<file path="src/rtl/hpx_ctrl.sv">
module hpx_ctrl #(
  parameter int OUT_W     = 16,
  parameter int IN_W      = 16,
  parameter int RETRY_MAX = 3
) (
  input  logic             clk,
  input  logic             rst_n,
  input  logic             cfg_done,
  input  logic [OUT_W-1:0] out_img,
  input  logic             exp_int_n,
  output logic             req_start,
  output logic             req_write,
  output logic [OUT_W-1:0] req_wdata,
  input  logic             eng_done,
  input  logic             eng_err,
  input  logic [IN_W-1:0]  eng_rdata,
  output logic [IN_W-1:0]  in_img,
  output logic [IN_W-1:0]  in_chg,
  output logic             err_flag
);
  localparam int TW = $clog2(RETRY_MAX + 1) + 1;
  localparam logic [TW-1:0] RMAX = TW'(RETRY_MAX);

  logic             s1, s2, s2_q;
  logic [OUT_W-1:0] shadow;
  logic             wr_pend, rd_pend, busy;
  logic [TW-1:0]    tries;

  wire fall     = s2_q & ~s2;
  wire changed  = shadow != out_img;
  wire go       = cfg_done & ~busy;
  wire start_wr = go & wr_pend;
  wire start_rd = go & ~wr_pend & rd_pend;
  wire lvl_rd   = ~s2 & ~busy & ~start_wr;

  always_ff @(posedge clk) begin
    if (!rst_n) begin
      s1 <= 1'b1; s2 <= 1'b1; s2_q <= 1'b1;
      shadow <= '0;
      wr_pend <= 1'b0; rd_pend <= 1'b0;
    end else begin
      s1 <= exp_int_n; s2 <= s1; s2_q <= s2;
      shadow  <= out_img;
      wr_pend <= start_wr ? changed : (wr_pend | changed);
      rd_pend <= start_rd ? fall : (rd_pend | fall | lvl_rd);
    end
  end

  always_ff @(posedge clk) begin
    if (!rst_n) begin
      busy <= 1'b0; tries <= '0;
      req_start <= 1'b0; req_write <= 1'b0; req_wdata <= '0;
      in_img <= '0; in_chg <= '0; err_flag <= 1'b0;
    end else begin
      req_start <= 1'b0;
      in_chg    <= '0;
      if (start_wr || start_rd) begin
        busy <= 1'b1; tries <= '0; req_start <= 1'b1;
        req_write <= start_wr;
        if (start_wr) req_wdata <= shadow;
      end else if (busy && eng_done) begin
        if (!eng_err) begin
          busy <= 1'b0; tries <= '0;
          if (!req_write) begin
            in_img <= eng_rdata;
            in_chg <= in_img ^ eng_rdata;
          end
        end else if (tries < RMAX) begin
          tries <= tries + 1'b1; req_start <= 1'b1;
        end else begin
          busy <= 1'b0; tries <= '0; err_flag <= 1'b1;
        end
      end
    end
  end
endmodule

</file>
<file path="config.mk">
export PLATFORM = sky130hd
export DESIGN_NAME = hpx_ctrl
export DESIGN_NICKNAME = d
export VERILOG_FILES = /design/src/rtl/hpx_ctrl.sv
export SDC_FILE = /design/constraint.sdc
export NUM_CORES = 1
export LEC_CHECK = 0
export ABC_AREA = 1
export ABC_CLOCK_PERIOD_IN_PS = 1500
export BUFFER_PORTS_ARGS = -buffer_cell sky130_fd_sc_hd__buf_2
export CAP_MARGIN = 20
export CORE_ASPECT_RATIO = 1.1
export CORE_MARGIN = 5
export CORE_UTILIZATION = 35
export CTS_CLUSTER_DIAMETER = 120
export DETAILED_ROUTE_END_ITERATION = 6
export PLACE_DENSITY = 0.58
export SYNTH_ARGS = -nofsm -noshare
export SYNTH_HDL_FRONTEND = slang
export SYNTH_SLANG_ARGS = --single-unit
export TNS_END_PERCENT = 30
</file>
<file path="constraint.sdc">
create_clock -name clk -period 1.5 [get_ports clk]
set_input_delay 0.15 -clock clk [delete_from_list [all_inputs] [get_ports clk]]
set_output_delay 0.15 -clock clk [all_outputs]
set_load 0.01 [all_outputs]
</file>
After elaboration in Yosys (flattened, before gate mapping)
Cells that the tools add are included.

cells by class
  $add $sub $neg = 1
  reduce and logical (&&, ||, !) cells = 9
  equal/unequal tests = 2
  order comparisons = 1
  bitwise gates (word level) = 21
  mux-type cells = 12

operators by type and width
  cell                 count
  $ne 16x16->1         1
  $xor 16x16->16       1
  $mux 1               10
  $not 1->1            10
  $reduce_and 4->1     2
  $and 1x1->1          7
  $mux 3               2
  $reduce_or 5->1      1
  $reduce_and 2->1     2
  $add 3x1->3 const B  1
  $lt 3x2->1 const B   1
  $ne 3x3->1 const B   1
  $or 1x1->1           3
  $reduce_bool 2->1    1
  $reduce_or 2->1      1
  $logic_and 1x1->1    1
  $logic_or 1x1->1     1

storage, ports and cells
  input bits = 38
  bits in registers = 76
  logic and storage cells = 60
  output and inout port bits = 51

Longest topological paths before layout
  depth in word-level cells = 7
  mapped depth = 8
  depth with buffers taken out = 8

Least setup slack after synthesis
OpenSTA, ideal clock, no wires.

  path type = reg2reg
  from = register busy
  to = register in_img[10]
  required time = 1.384 ns
  stages on the path, launching flop included = 7
  period minus slack after synthesis = 1.111 ns
  path slack = 0.389 ns
  buffers on the path = 1
  setup time = 0.116 ns
  arrival = 0.995 ns
  cells stage by stage = dfxtp_1 -> nand2_2 -> inv_2 -> nand2_4 -> clkbuf_2 -> o21ai_0 -> nor2_1

between the ends
  cells in the longest elaborated chain, start to end = 7
  elaborated cells between the ends (all ways) = 9
  those cells by class = bitwise: 6; reduce/logical: 3

ends and longest elaborated chain
  item                          RTL line  RTL
  start: declaration            26        logic wr_pend, rd_pend, busy;
  start signal: assignment      51        busy <= 1'b0; tries <= '0;
  start signal: assignment      58        busy <= 1'b1; tries <= '0; req_start <= 1'b1;
  start signal: assignment      63        busy <= 1'b0; tries <= '0;
  $not 1->1                     31        wire go = cfg_done & ~busy;
  $and 1x1->1                   31
  $and 1x1->1 (2 in series)     33        wire start_rd = go & ~wr_pend & rd_pend;
  $logic_or 1x1->1              57        if (start_wr || start_rd) begin
  $not 1->1 (no line)           n/a
  $reduce_and 4->1 (no line) *  n/a
  end signal: assignment        65        in_img <= eng_rdata;
  end: declaration              17        output logic [IN_W-1:0] in_img,

Every way passes the cells marked *; elsewhere a longest branch is shown, timed or not.
A chain may end at the register's enable or synchronous reset.

Worst setup path in the final report
  from = register busy
  to = register in_chg[5]

between the ends
  cells in the longest elaborated chain, start to end = 6
  elaborated cells between the ends (all ways) = 9
  those cells by class = bitwise: 6; reduce/logical: 3

ends and longest elaborated chain
  item                         RTL line  RTL
  $not 1->1                    31
  $and 1x1->1                  31
  $and 1x1->1 (2 in series)    33
  $logic_or 1x1->1             57
  $reduce_or 5->1 (no line) *  n/a
  end signal: assignment       66        in_chg <= in_img ^ eng_rdata;
  end: declaration             18        output logic [IN_W-1:0] in_chg,

Marked as above.

==> impl_summary.log <==
INFO  metric max_slew_margin = 0.784
INFO  metric synth_seq_area_share = 0.537
INFO  metric unrepaired_setup_endpoints_after_global_routing = false
INFO  metric r2r_setup_slk = about 0.18 ns
INFO  metric clk_path_buf_depth = 2
INFO  metric cpMaxStageDelayCell = dfxtp_1
INFO  metric critical_path_class = register to register
INFO  metric final_critical_path_setup_slack = between 0.15 and 0.2 ns
INFO  metric critPathMaxFanout = 17
INFO  metric final-setup-viol-count = 0
INFO  metric worst_path_most_repeated_cell = nand2_4
INFO  metric cts_tree = built
INFO  metric post_syn_area_per_cell = 8.39 µm²
INFO  metric routed-via-count = between 2,000 and 2,500
INFO  metric final_design_area_no_fill = 3650 µm²
INFO  metric switching_share = 0.253
INFO  metric postSynthRegisterBits = 76
INFO  metric power_density = ~1100 nW/µm²
INFO  metric synth.cell_area = 2840 µm²
INFO  metric clkPwrFrac = 0.375
INFO  metric worst_r2r_path_cells = 6
INFO  metric grt_max_degree = 20
INFO  metric crit_required = 1.77 ns
INFO  metric grt_pass1_wl = 10,600 µm
INFO  metric avgViaCountPerCell = approximately 4.3
INFO  metric critPathMaxStageDelay = 0.45 ns
INFO  metric dp_cells = 528
INFO  metric rr_startpoint = busy
INFO  metric r2r-end = in_chg[5]
INFO  metric path_clk_slew = 0.08 ns
INFO  metric min_delay_path_depth = 2
INFO  metric share_of_the_synthesized_area_in_compound_gates_ao_oa_aoi_oai = 0.0825
INFO  metric worst_ir_drop_vdd = 0.000461 V
INFO  metric tightest_slew = 0.321 ns
INFO  metric layout.cells.most_common = buf_2
INFO  metric place_congestion = 0.740
INFO  metric critical_path_start_type = register
INFO  metric number_of_antenna_violations_at_the_first_check_in_global_routing = 0
INFO  metric adder_and_majority_gate_portion_of_the_synthesized_area = 0.00441
INFO  metric chipHeight = roughly 100 µm
INFO  metric sequentialPowerShare = 0.524
INFO  metric die-area = 10,000 µm²
INFO  metric drv_cap = 0
INFO  metric detailedRoute.firstPassIterationCount = 4
INFO  metric worst_clock_skew = 0.00861 ns
INFO  metric cells_after_synth = roughly 340
INFO  metric timing.hold.worst.start = exp_int_n
INFO  metric mostFrequentLayoutCells = 88 x buf_2, 76 x dfxtp_1, 56 x nand2_1, 48 x nor2_1, 30 x inv_1
INFO  metric synth_simple_gate_area_frac = 0.218
INFO  metric yosys.area_share.xor_xnor = 0.0896
INFO  metric p_sw = 1.03 mW
INFO  metric detail_route.wirelength = roughly 6400 µm
INFO  metric yosys-mux-area-fraction = 0
INFO  metric synth_fp_nets = 377
INFO  metric number_of_distinct_library_cells_after_synthesis = 25
INFO  metric io-pin-count = 89
INFO  metric flow.area_growth_from_synthesis = 28.6%
INFO  metric first_iter_violations = 47
INFO  metric hold_slack = 0.0143 ns
INFO  metric place_ws = 0.151 ns
INFO  metric instances_no_fill = 550
INFO  metric place.port_buffers = 88
INFO  metric finalSetupTns = 0 ns
INFO  metric critical_path.cell_chain = nand2_2 -> inv_2 -> nand2_4 -> clkinv_4 -> nand2_4 -> nor2_1
INFO  metric cts_sinks = 76
INFO  metric power.leakage = between 1.5 and 2 nW
INFO  metric remaining_drc_errors = 0
INFO  metric clock-root-buffer = clkbuf_8
INFO  metric row_count = 34
INFO  metric drt.antenna.violating_nets = 0
INFO  metric clk_latency = 0.35 ns
INFO  metric grtUsageTotal = 0.135
INFO  metric timing.final.crit_share = 0.881
INFO  metric drt-wirelength-per-cell = 11.6 µm
INFO  metric finish.utilization = 0.461
INFO  metric cts_setup_buffers = 0
INFO  metric power.total = 4.08 mW
INFO  metric combPwrFrac = 0.101
INFO  metric final_nets = ~480
INFO  metric core_footprint = ~7900 µm²
INFO  metric finalWorstPathRequiredPeriod = 1.32 ns
INFO  metric hold_end = s1
INFO  metric run_status = complete, no violations
INFO  metric largest_family_of_logic_cells_by_synthesized_area = simple AND/OR/NAND/NOR gates
INFO  metric worstPathArrival = 1.59 ns
INFO  metric timing_max_transition_violations_final = 0
INFO  metric place.detailed.hpwl = approximately 4700 µm
INFO  metric cts_inserted_buffers = 9
INFO  metric antenna_cells_inserted = 0
INFO  metric crit_family = simple AND/OR/NAND/NOR gates
INFO  metric worstPathBufferInverterCount = 2
INFO  metric max_freq = ~760 MHz
INFO  metric start_util = 0.358
INFO  metric hold_path.class = input port to register
INFO  metric timing.final.hold_violations = 0
INFO  metric drive_above_1_share = 0.292
INFO  metric worst_setup_path_end_kind = register
INFO  metric placed_inst_area = 3390 µm²
INFO  metric cts_max_level = 3
INFO  metric synth_warnings = 0
INFO  metric die_width = ~96 µm
INFO  metric grt_overflow = 0
INFO  metric grt_pass1_vias = 2,400
INFO  metric p_int = 3.04 mW
worst max path at each step:
stage | startpoint | endpoint | slack [ns] | depth (start not counted)
final | busy | in_chg[5] | 0.18 | 6
after global routing | busy | in_chg[2] | 0.02 | 6
after CTS | busy | in_chg[5] | 0.15 | 6
after detailed placement | busy | in_chg[0] | 0.15 | 6
after global placement | busy | in_chg[1] | 0.20 | 6
after floorplan | busy | in_img[10] | 0.39 | 6
flip-flops by register name, indices dropped and copies added (netlist names):
signal / cells
err_flag: 1
in_img: 16
s1: 1
s2_q: 1
in_chg: 16
req_wdata: 16
shadow: 16
rd_pend: 1
wr_pend: 1
req_write: 1
tries: 3
req_start: 1
busy: 1
s2: 1
area by class of cell:
class / instances / area [µm²]
Tap cell: 108 / 135
Clock inverter: 6 / 65.1
Sequential cell: 76 / 1520
Fill cell: 824 / 4270
Timing Repair Buffer: 101 / 553
Inverter: 32 / 125
Clock buffer: 10 / 128
Multi-Input combinational cell: 217 / 1120
synth_stat cells:
cell,instances,share of area
clkbuf_2,1,0.0018
o21ai_0,21,0.037
nor3_1,1,0.0018
ha_1,1,0.0044
buf_6,2,0.0079
buf_2,4,0.0071
nand2_2,1,0.0022
a21oi_1,23,0.041
xnor2_1,29,0.090
clkinv_4,1,0.0031
dfxtp_1,76,0.54
inv_2,1,0.0013
a21o_1,1,0.0026
nor2_4,1,0.0040
inv_1,30,0.040
buf_1,2,0.0026
clkbuf_1,4,0.0053
or2_2,2,0.0044
nand2_1,56,0.074
nand3_1,18,0.032
nor2_2,10,0.022
nor2_1,48,0.064
nand2_4,3,0.012
nand4_1,1,0.0022
a31oi_1,1,0.0022
power groups by stage:
stage / logic, mW / clock network [mW] / registers [mW]
floorplan: 0.234 / 0 / 2.19
global placement: 0.400 / 0 / 2.18
detailed placement: 0.406 / 0 / 2.19
CTS: 0.419 / 1.58 / 2.14
global route: 0.465 / 1.67 / 2.15
finish: 0.411 / 1.53 / 2.14
repair_timing:
action                                 in CTS  in global routing
resized for setup                           0                  0
endpoints found under the hold margin       6                  0
hold buffers                                6                  0
per-layer routing:
metal  GRT usage  up-vias  share of wire
met4      0.0640        0          0.018
met3      0.0441        9          0.069
met2       0.221       65           0.47
met1       0.156     1049           0.44
met5           0        -              0
li1            -     1247              -
cell families (layout without fill, tap and decap cells):
| kind of cell | after synthesis | in the layout |
|---|---|---|
| and+or+nand+nor | 141 | 141 |
| DFF | 76 | 76 |
| AOI/OAI and AO/OA | 46 | 46 |
| buffers and inverters | 45 | 149 |
| xor gates and xnor gates | 29 | 29 |
| adders and majority gates | 1 | 1 |
Power figures use the tool's default switching activity.
